[config.mk]
export PLATFORM = sky130hd
export DESIGN_NAME = ccd_hline_gen
export DESIGN_NICKNAME = d
export VERILOG_FILES = /design/src/rtl/ccd_hline_pkg.sv /design/src/rtl/ccd_hline_len.sv /design/src/rtl/ccd_hline_fsm.sv /design/src/rtl/ccd_hline_eff.sv /design/src/rtl/ccd_hline_gen.sv
export SDC_FILE = /design/constraint.sdc
export NUM_CORES = 1
export LEC_CHECK = 0
export BUFFER_PORTS_ARGS = -buffer_cell sky130_fd_sc_hd__buf_2
export CAP_MARGIN = 20
export CORE_AREA = 5 5 113 88
export CTS_CLUSTER_SIZE = 12
export DETAILED_ROUTE_END_ITERATION = 8
export DIE_AREA = 0 0 118 93
export GPL_TIMING_DRIVEN = 0
export PLACE_DENSITY_LB_ADDON = 0.05
export SETUP_SLACK_MARGIN = 0.02
export SYNTH_ARGS = -nofsm -noshare
export SYNTH_HDL_FRONTEND = slang
export SYNTH_HIERARCHICAL = 1
export SYNTH_SLANG_ARGS = --single-unit
[constraint.sdc]
create_clock -name clk -period 4.37 [get_ports clk]
set_input_delay 0.874 -clock clk [delete_from_list [all_inputs] [get_ports clk]]
set_output_delay 0.874 -clock clk [all_outputs]
set_load 0.05 [all_outputs]
[src/rtl/ccd_hline_pkg.sv]
package ccd_hline_pkg;

    typedef enum logic [2:0] {
        ST_DUMMY    = 3'd0,
        ST_OB_LEAD  = 3'd1,
        ST_ACTIVE   = 3'd2,
        ST_OB_TRAIL = 3'd3,
        ST_IDLE     = 3'd4
    } hstate_t;

    typedef enum logic [1:0] {
        RG_DUMMY = 2'd0,
        RG_OB    = 2'd1,
        RG_EFF   = 2'd2,
        RG_IDLE  = 2'd3
    } region_t;

    typedef enum logic [1:0] {
        MD_FULL    = 2'd0,
        MD_PREVIEW = 2'd1,
        MD_CROP_W  = 2'd2,
        MD_CROP_N  = 2'd3
    } rmode_t;

    // Short-line table: line numbers and their clock counts per mode/standard.
    localparam int unsigned FULL60_LA  = 1013;
    localparam int unsigned FULL60_LB  = 2026;
    localparam int unsigned FULL60_LEN = 1672;
    localparam int unsigned FULL50_LA  = 945;
    localparam int unsigned FULL50_LB  = 1890;
    localparam int unsigned FULL50_LEN = 464;
    localparam int unsigned PRV60_LA   = 225;
    localparam int unsigned PRV60_LB   = 226;
    localparam int unsigned PRV60_LEN  = 1372;
    localparam int unsigned PRV50_LA   = 270;
    localparam int unsigned PRV50_LEN  = 2039;
    localparam int unsigned CRW60_LA   = 113;
    localparam int unsigned CRW60_LEN  = 1372;
    localparam int unsigned CRW50_LA   = 135;
    localparam int unsigned CRW50_LEN  = 2354;
    localparam int unsigned CRN60_LA   = 57;
    localparam int unsigned CRN60_LEN  = 686;
    localparam int unsigned CRN50_LA   = 68;
    localparam int unsigned CRN50_LEN  = 1177;

endpackage

[src/rtl/ccd_hline_len.sv]
module ccd_hline_len
    import ccd_hline_pkg::*;
#(
    parameter int POS_W     = 12,
    parameter int LINE_W    = 12,
    parameter int LINE_CLKS = 2669
) (
    input  logic [1:0]        mode,
    input  logic              std_50hz,
    input  logic [LINE_W-1:0] line_num,
    output logic [POS_W-1:0]  next_len
);

    localparam logic [POS_W-1:0] NORM_LEN = POS_W'(LINE_CLKS);

    function automatic logic hit(input logic [LINE_W-1:0] ln,
                                 input int unsigned a, input int unsigned b);
        return (ln == LINE_W'(a)) || (ln == LINE_W'(b));
    endfunction

    logic [POS_W-1:0] short_len;
    logic             match;

    always_comb begin
        match     = 1'b0;
        short_len = NORM_LEN;
        unique case ({mode, std_50hz})
            {MD_FULL, 1'b0}: begin
                match     = hit(line_num, FULL60_LA, FULL60_LB);
                short_len = POS_W'(FULL60_LEN);
            end
            {MD_FULL, 1'b1}: begin
                match     = hit(line_num, FULL50_LA, FULL50_LB);
                short_len = POS_W'(FULL50_LEN);
            end
            {MD_PREVIEW, 1'b0}: begin
                match     = hit(line_num, PRV60_LA, PRV60_LB);
                short_len = POS_W'(PRV60_LEN);
            end
            {MD_PREVIEW, 1'b1}: begin
                match     = hit(line_num, PRV50_LA, PRV50_LA);
                short_len = POS_W'(PRV50_LEN);
            end
            {MD_CROP_W, 1'b0}: begin
                match     = hit(line_num, CRW60_LA, CRW60_LA);
                short_len = POS_W'(CRW60_LEN);
            end
            {MD_CROP_W, 1'b1}: begin
                match     = hit(line_num, CRW50_LA, CRW50_LA);
                short_len = POS_W'(CRW50_LEN);
            end
            {MD_CROP_N, 1'b0}: begin
                match     = hit(line_num, CRN60_LA, CRN60_LA);
                short_len = POS_W'(CRN60_LEN);
            end
            {MD_CROP_N, 1'b1}: begin
                match     = hit(line_num, CRN50_LA, CRN50_LA);
                short_len = POS_W'(CRN50_LEN);
            end
            default: begin
                match     = 1'b0;
                short_len = NORM_LEN;
            end
        endcase
        next_len = match ? short_len : NORM_LEN;
    end

endmodule

[src/rtl/ccd_hline_fsm.sv]
module ccd_hline_fsm
    import ccd_hline_pkg::*;
#(
    parameter int POS_W        = 12,
    parameter int LINE_CLKS    = 2669,
    parameter int DUMMY_BITS   = 28,
    parameter int OB_LEAD_PIX  = 16,
    parameter int EFF_PIX      = 2312,
    parameter int OB_TRAIL_PIX = 56
) (
    input  logic             clk,
    input  logic             rst_n,
    input  logic [POS_W-1:0] next_len,
    output logic             line_end,
    output logic             eff_adv,
    output logic             hd,
    output logic             htx_en,
    output logic [1:0]       region
);

    localparam logic [POS_W-1:0] DUMMY_LAST = POS_W'(DUMMY_BITS - 1);
    localparam logic [POS_W-1:0] LEAD_LAST  = POS_W'(DUMMY_BITS + OB_LEAD_PIX - 1);
    localparam logic [POS_W-1:0] ACT_LAST   = POS_W'(DUMMY_BITS + OB_LEAD_PIX + EFF_PIX - 1);
    localparam logic [POS_W-1:0] TRAIL_LAST =
        POS_W'(DUMMY_BITS + OB_LEAD_PIX + EFF_PIX + OB_TRAIL_PIX - 1);

    hstate_t          state, state_nxt;
    logic [POS_W-1:0] pos, pos_nxt;
    logic [POS_W-1:0] len_cur;

    always_comb line_end = (pos == len_cur - POS_W'(1));

    // Next-state logic: line-end wrap has priority over region boundaries.
    always_comb begin
        state_nxt = state;
        if (line_end) begin
            state_nxt = ST_DUMMY;
        end else begin
            unique case (state)
                ST_DUMMY:    if (pos == DUMMY_LAST) state_nxt = ST_OB_LEAD;
                ST_OB_LEAD:  if (pos == LEAD_LAST)  state_nxt = ST_ACTIVE;
                ST_ACTIVE:   if (pos == ACT_LAST)   state_nxt = ST_OB_TRAIL;
                ST_OB_TRAIL: if (pos == TRAIL_LAST) state_nxt = ST_IDLE;
                ST_IDLE:     state_nxt = ST_IDLE;
                default:     state_nxt = ST_DUMMY;
            endcase
        end
        pos_nxt = line_end ? '0 : pos + POS_W'(1);
        eff_adv = (state == ST_ACTIVE) && (state_nxt == ST_ACTIVE);
    end

    // State register, position counter and latched line length.
    always_ff @(posedge clk or negedge rst_n) begin
        if (!rst_n) begin
            state   <= ST_DUMMY;
            pos     <= '0;
            len_cur <= POS_W'(LINE_CLKS);
        end else begin
            state <= state_nxt;
            pos   <= pos_nxt;
            if (line_end) len_cur <= next_len;
        end
    end

    // Output decode.
    always_comb begin
        hd     = (state == ST_DUMMY) && (pos == '0);
        htx_en = (state != ST_IDLE);
        unique case (state)
            ST_DUMMY:    region = RG_DUMMY;
            ST_OB_LEAD:  region = RG_OB;
            ST_ACTIVE:   region = RG_EFF;
            ST_OB_TRAIL: region = RG_OB;
            ST_IDLE:     region = RG_IDLE;
            default:     region = RG_DUMMY;
        endcase
    end

    // position advances by one inside a line
    a_r2_pos_step: assert property (@(posedge clk) disable iff (!rst_n)
        !line_end |=> pos == $past(pos) + POS_W'(1));

    // position never reaches the latched length
    a_r2_len_bound: assert property (@(posedge clk) disable iff (!rst_n)
        pos < len_cur);

    // a line end restarts at position zero in the dummy state
    a_r12_wrap: assert property (@(posedge clk) disable iff (!rst_n)
        line_end |=> (pos == '0) && (state == ST_DUMMY));

    // idle only leads to idle or a new line
    a_r3_idle_exit: assert property (@(posedge clk) disable iff (!rst_n)
        state == ST_IDLE |=> (state == ST_IDLE) || (state == ST_DUMMY));

endmodule

[src/rtl/ccd_hline_eff.sv]
module ccd_hline_eff #(
    parameter int EFF_W = 12
) (
    input  logic             clk,
    input  logic             rst_n,
    input  logic             line_end,
    input  logic             eff_adv,
    output logic [EFF_W-1:0] eff_idx
);

    always_ff @(posedge clk or negedge rst_n) begin
        if (!rst_n)        eff_idx <= '0;
        else if (line_end) eff_idx <= '0;
        else if (eff_adv)  eff_idx <= eff_idx + EFF_W'(1);
    end

endmodule

[src/rtl/ccd_hline_gen.sv]
module ccd_hline_gen
    import ccd_hline_pkg::*;
#(
    parameter int LINE_CLKS    = 2669,
    parameter int DUMMY_BITS   = 28,
    parameter int OB_LEAD_PIX  = 16,
    parameter int EFF_PIX      = 2312,
    parameter int OB_TRAIL_PIX = 56,
    parameter int LINE_W       = 12,
    parameter int POS_W        = $clog2(LINE_CLKS + 1),
    parameter int EFF_W        = $clog2(EFF_PIX)
) (
    input  logic              clk,
    input  logic              rst_n,
    input  logic [1:0]        mode,
    input  logic              std_50hz,
    input  logic [LINE_W-1:0] line_num,
    output logic              hd,
    output logic              htx_en,
    output logic [1:0]        region,
    output logic [EFF_W-1:0]  eff_idx
);

    logic [POS_W-1:0] next_len;
    logic             line_end;
    logic             eff_adv;

    ccd_hline_len #(
        .POS_W    (POS_W),
        .LINE_W   (LINE_W),
        .LINE_CLKS(LINE_CLKS)
    ) u_len (
        .mode    (mode),
        .std_50hz(std_50hz),
        .line_num(line_num),
        .next_len(next_len)
    );

    ccd_hline_fsm #(
        .POS_W       (POS_W),
        .LINE_CLKS   (LINE_CLKS),
        .DUMMY_BITS  (DUMMY_BITS),
        .OB_LEAD_PIX (OB_LEAD_PIX),
        .EFF_PIX     (EFF_PIX),
        .OB_TRAIL_PIX(OB_TRAIL_PIX)
    ) u_fsm (
        .clk     (clk),
        .rst_n   (rst_n),
        .next_len(next_len),
        .line_end(line_end),
        .eff_adv (eff_adv),
        .hd      (hd),
        .htx_en  (htx_en),
        .region  (region)
    );

    ccd_hline_eff #(
        .EFF_W(EFF_W)
    ) u_eff (
        .clk     (clk),
        .rst_n   (rst_n),
        .line_end(line_end),
        .eff_adv (eff_adv),
        .eff_idx (eff_idx)
    );

    // line-start strobe lasts one clock
    a_r2_hd_single: assert property (@(posedge clk) disable iff (!rst_n)
        hd |=> !hd);

    // index restarts at each line start
    a_r5_idx_at_start: assert property (@(posedge clk) disable iff (!rst_n)
        hd |-> eff_idx == '0);

    // index holds the last effective value through the idle tail
    a_r5_idx_hold: assert property (@(posedge clk) disable iff (!rst_n)
        region == RG_IDLE |-> eff_idx == EFF_W'(EFF_PIX - 1));

    // index never passes the effective width
    a_r5_idx_bound: assert property (@(posedge clk) disable iff (!rst_n)
        eff_idx <= EFF_W'(EFF_PIX - 1));

endmodule

Word level (Yosys, flattened, before mapping)
Cells that the tools add are included.
{ "totals": {"reg_bits": 39} }
{ "classes": {"addsub": 3, "eq_ne": 29, "n_mux": 13, "n_reduce_logical": 11} }
{ "ops": {"columns": ["operator", "count"], "rows": [
  ["12-bit one-hot mux with 7 select lines", 1],
  ["12-bit 2-to-1 mux", 4],
  ["12-bit by 8-bit == test with 1-bit output (second input constant)", 3],
  ["12-bit by 1-bit adder with 12-bit output (second input constant)", 2],
  ["12-bit by 10-bit == test with 1-bit output (second input constant)", 2],
  ["12-bit by 11-bit == test with 1-bit output (second input constant)", 2],
  ["12-bit == test (second input constant)", 2],
  ["12-bit by 6-bit == test with 1-bit output (second input constant)", 2],
  ["12-bit by 7-bit == test with 1-bit output (second input constant)", 2],
  ["3-bit by 2-bit == test with 1-bit output (second input constant)", 5],
  ["3-bit == test (second input constant)", 5],
  ["3-bit 2-to-1 mux", 5],
  ["3-bit one-hot mux with 5 select lines", 1],
  ["12-bit == test", 1],
  ["12-bit by 5-bit == test with 1-bit output (second input constant)", 1],
  ["12-bit by 9-bit == test with 1-bit output (second input constant)", 1],
  ["12-bit zero test", 1],
  ["12-bit by 1-bit subtractor with 12-bit output (second input constant)", 1],
  ["1-bit one-hot mux with 8 select lines", 1],
  ["3-bit by 1-bit == test with 1-bit output (second input constant)", 2],
  ["3-bit zero test", 2],
  ["2-bit one-hot mux with 3 select lines", 1],
  ["2-bit OR reduction", 2],
  ["1-bit logical OR", 3],
  ["other kinds (3)", 4]
]} }

Depth between registers and ports, before layout
{ "depth": {"depth_word": 8, "ltp_mapped": 13, "ltp_nobuf": 12} }

Cells and area by module
The synthesis kept the hierarchy.
{ "modules_own_cells": {"columns": ["mod", "instances", "cells_each", "area_each_um2", "seq_area_each_um2"], "rows": [
  ["ccd_hline_fsm", 1, 190, 1766.7, 684.4],
  ["ccd_hline_len", 1, 85, 603.1, 0.0],
  ["ccd_hline_eff", 1, 57, 588.1, 300.3]
]} }

Worst setup path before layout
No wires, ideal clock.
{ "synth_path": {"path_type": "reg2reg", "start": "reg u_fsm.len_cur[0]", "end": "reg u_eff.eff_idx[9]", "arrival_ps": 3042, "t_required_ps": 4238, "setup_slack_ps": 1196, "stages_incl_launch_ff": 14, "period_less_slack_ps": 3174, "cell_sequence": "dfstp_2 > inv_1 > ha_1 > xor2_1 > o211ai_1 > a311oi_1 > nand3_1 > a2111oi_4 > buf_6 > nor2_1 > o211ai_1 > nor3_1 > xnor2_1 > nor2_1"} }
{ "synth_between": {"elab_chain_cells": 6} }
{ "synth_lines": {"columns": ["element", "line", "rtl"], "rows": [
  ["start: declaration", "ccd_hline_fsm.sv:29", "logic [POS_W-1:0] len_cur;"],
  ["start signal: assignment", "ccd_hline_fsm.sv:57", "len_cur <= POS_W'(LINE_CLKS);"],
  ["start signal: assignment", "ccd_hline_fsm.sv:61", "if (line_end) len_cur <= next_len;"],
  ["12-bit by 1-bit subtractor with 12-bit output", "ccd_hline_fsm.sv:31", "always_comb line_end = (pos == len_cur - POS_W'(1));"],
  ["12-bit == test", "ccd_hline_fsm.sv:31", null],
  ["3-bit 2-to-1 mux", "ccd_hline_fsm.sv:36", "if (line_end) begin"],
  ["3-bit by 2-bit == test with 1-bit output", "ccd_hline_fsm.sv:49", "eff_adv = (state == ST_ACTIVE) && (state_nxt == ST_ACTIVE);"],
  ["1-bit logical AND", "ccd_hline_fsm.sv:49", null],
  ["named net eff_adv", "ccd_hline_gen.sv:26", "logic eff_adv;"],
  ["2-bit nonzero test (no source line)", null, null],
  ["end signal: assignment", "ccd_hline_eff.sv:14", "else if (eff_adv) eff_idx <= eff_idx + EFF_W'(1);"],
  ["end: declaration", "ccd_hline_eff.sv:8", "output logic [EFF_W-1:0] eff_idx"]
]} }
The timed path passes the listed nets, and every way through them passes these cells.
A chain may end at the register's enable or synchronous reset.

Worst setup path in the final report
{ "layout_path": {"start": "reg u_fsm.len_cur[0]", "end": "reg u_eff.eff_idx[10]"} }
The elaborated chain is that of the path after synthesis.

==> out/qor.yml <==
run_status:
  status: "finished, final reports clean"
place:
  dp_slack_ns: 0.435
  placed_cells: 475
  io_buffers: 30
  place_hpwl_um: 5590
  postPlaceCellArea_mm2: 0.00325
  place_congestion: 0.783
timing:
  fin_hold_ws_ns: 0.557
  max_slew.worst_pin.slew_ns: 0.916
  layout_setup_ws_ns: 0.527
  layout_min_cycle_time_ns: 3.84
  finalMaxSlewViolations: 0
  rsz0062_at_grt: "false"
  hold_viol: 0
  fmax_mhz: 260
  fin_tns_setup_ns: 0
  maxSlewHeadroom: 0.389
  fin_skew_ns: 0.00691
  setup_violations: 0
  fin_crit_sh: 0.879
logic_synthesis:
  synth-main-ff-cell: "dfrtp_1"
  synth_top_area_frac: 0.271
  syn_inst: 332
  syn_area_per_cell_um2: 8.91
  yosysTopAreaCell: "dfrtp_1"
  synth-seq-area-share: 0.333
  ys_top_cells_by_area: "dfrtp_1 27%, dfstp_2 6.2%, xnor2_1 5.6%"
  synth_nets: 353
  yosysWarnings: 6
  synth_seq_cells: 39
  synth_edf_count: 0
  ys_types: 68
  synth_area_mm2: 0.00296
  synthArstFlopShare: 1.00
floorplan:
  die_height_um: 93
  start_util: 0.337
  num_rows: 30
  die_w_um: 118
  core_mm2: 0.00878
  num_io_pins: 33
  dieArea_mm2: 0.0110
critical_path:
  critPathLaunchType: "register"
  crit_type: "reg2reg"
  required_ns: 4.53
  rrSetupSlack_ns: 0.53
  r2r_cells: 13
  end_kind: "register"
  rr_endpoint: "u_eff/eff_idx[10]$_DFFE_PN0P_"
  cp_max_fo: 10
  rr_startpoint: "u_fsm/len_cur[0]$_DFFE_PN1N_"
  cp.arrival_ns: 4.00
drt:
  wire_per_inst_um: 15.6
  viasPerCell: 5.26
  routed_wl_um: 7560
  vias: 2539
  drt_iter0_drc: 184
  firstDrtPassIters: 4
  antenna_left: 0
  route.detailed.drc: 0
min_path:
  min_from: "u_eff/eff_idx[11]$_DFFE_PN0P_"
  min_to: "u_eff/eff_idx[11]$_DFFE_PN0P_"
  worstHoldPathCells: 2
  min_path_type: "reg2reg"
pwr:
  powerDensity_mw_per_mm2: 232
  total_power_mw: 0.790
  p_leak_nw: 1.39
  peakVddDrop_uv: 142
cells_and_area:
  final_area_mm2: 0.00340
  diodes: 0
  final_util: 0.387
  areaGrowthSynthToFinish_pct: 14.9
  final_cell_mix: "42 x nor2_1, 33 x buf_2, 32 x dfrtp_1"
  fin_cells: 483
  final_common_cell: "nor2_1"
  layout-drive-gt1-share: 0.232
  final_nets: 391
clocking:
  cts_root_buf: "clkbuf_16"
  cts_setup_buffers: 0
  clkTransAtPathRegs_ns: 0.06
  cts_buffer_depth: 2
  cts_hold_buf: 0
  numClockSinks: 39
  cts_made_buffers: 5
  cts_resized: 0
  cts.htree.levels: 2
  clk_latency_ns: 0.28
  cts_tree: "built"
flow_run:
  max-cap-violations: 0
global_route:
  grt_max_degree: 40
  grt_use_total: 0.140
  grt_pass1_wl_um: 12600
  antenna_found_initial: 0
  grt_pass1_vias: 2416
  grt-ovfl-total: 0
[critical path, cell delays in order (launching register included)]
cell,delay [ns]
dfstp_2,0.58
inv_1,0.06
ha_1,0.30
xor2_1,0.17
o211ai_1,0.12
a311oi_1,0.47
nand3_1,0.20
a2111oi_4,0.72
buf_6,0.27
nor2_1,0.14
o211ai_1,0.38
nor3_1,0.12
xnor2_1,0.15
nor2_1,0.05
[state kept, by name, indices dropped and copies added (netlist names)]
| signal | count |
|---|---|
| u_eff/eff_idx | 12 |
| u_fsm/len_cur | 12 |
| u_fsm/pos | 12 |
| u_fsm/state | 3 |
[layer usage]
metal,global-route usage,vias up,share of wire
met5,0,-,0
met4,0.0353,0,0.0067
li1,-,1274,-
met1,0.212,1222,0.54
met2,0.194,38,0.41
met3,0.0387,5,0.045
[logic make-up (layout without fill, tap and decap cells)]
group | count (synthesis) | in the layout | synth area share
buf+inv | 28 | 67 | 0.0482
compound gates | 57 | 57 | 0.138
xor+xnor | 33 | 33 | 0.0977
flops | 39 | 39 | 0.333
simple gates | 157 | 157 | 0.310
mux | 14 | 14 | 0.0563
fa+ha+maj | 4 | 4 | 0.0169
[how the worst max path moves through the flow]
stage / depth (start not counted) / endpoint / slack [ns] / startpoint
2_1_floorplan: 13 / u_eff/eff_idx[9]$_DFFE_PN0P_ / 1.20 / u_fsm/len_cur[0]$_DFFE_PN1N_
3_3_place_gp: 10 / u_eff/eff_idx[11]$_DFFE_PN0P_ / 0.38 / u_fsm/len_cur[0]$_DFFE_PN1N_
3_5_place_dp: 13 / u_eff/eff_idx[10]$_DFFE_PN0P_ / 0.43 / u_fsm/len_cur[0]$_DFFE_PN1N_
4_1_cts: 13 / u_eff/eff_idx[10]$_DFFE_PN0P_ / 0.43 / u_fsm/len_cur[0]$_DFFE_PN1N_
5_1_grt: 13 / u_eff/eff_idx[8]$_DFFE_PN0P_ / 0.09 / u_fsm/len_cur[0]$_DFFE_PN1N_
6_report: 13 / u_eff/eff_idx[10]$_DFFE_PN0P_ / 0.53 / u_fsm/len_cur[0]$_DFFE_PN1N_
[synthesized netlist by cell type, types with 3 or more instances]
master and instances:
nand3_1 14, and4_1 3, nor2b_1 5, ha_1 4, dfstp_2 7, xnor2_1 19
nor4_1 6, inv_1 11, mux2_4 3, buf_6 4, nor3_1 8, nand2b_1 8
mux2_2 9, and3_1 4, xor2_1 14, o21ai_0 11, nand4_1 11, dfrtp_1 32
clkbuf_1 8, nand2_1 20, nor2_1 42, a21oi_1 14, o211ai_1 7, or3_1 4
nor3b_1 4, buf_2 3
[where the power goes]
part | internal (mW) | total [mW] | leakage [nW] | switching [mW]
clock | 0.226 | 0.372 | 0.0739 | 0.146
combinational | 0.0192 | 0.0561 | 0.826 | 0.0369
sequential | 0.361 | 0.361 | 0.490 | 0
total | 0.607 | 0.790 | 1.39 | 0.183
[layout make-up]
cell class	instances	area, µm²
plain buffers	17	101
clock buffers	7	143
clock inverters	1	5.00
fillers	917	5380
inverters	11	41.3
multi-input cells	265	1830
flip-flops and latches	39	985
well taps	112	140
repair buffers	31	154
Note: power is estimated with default switching activity, not from simulation.
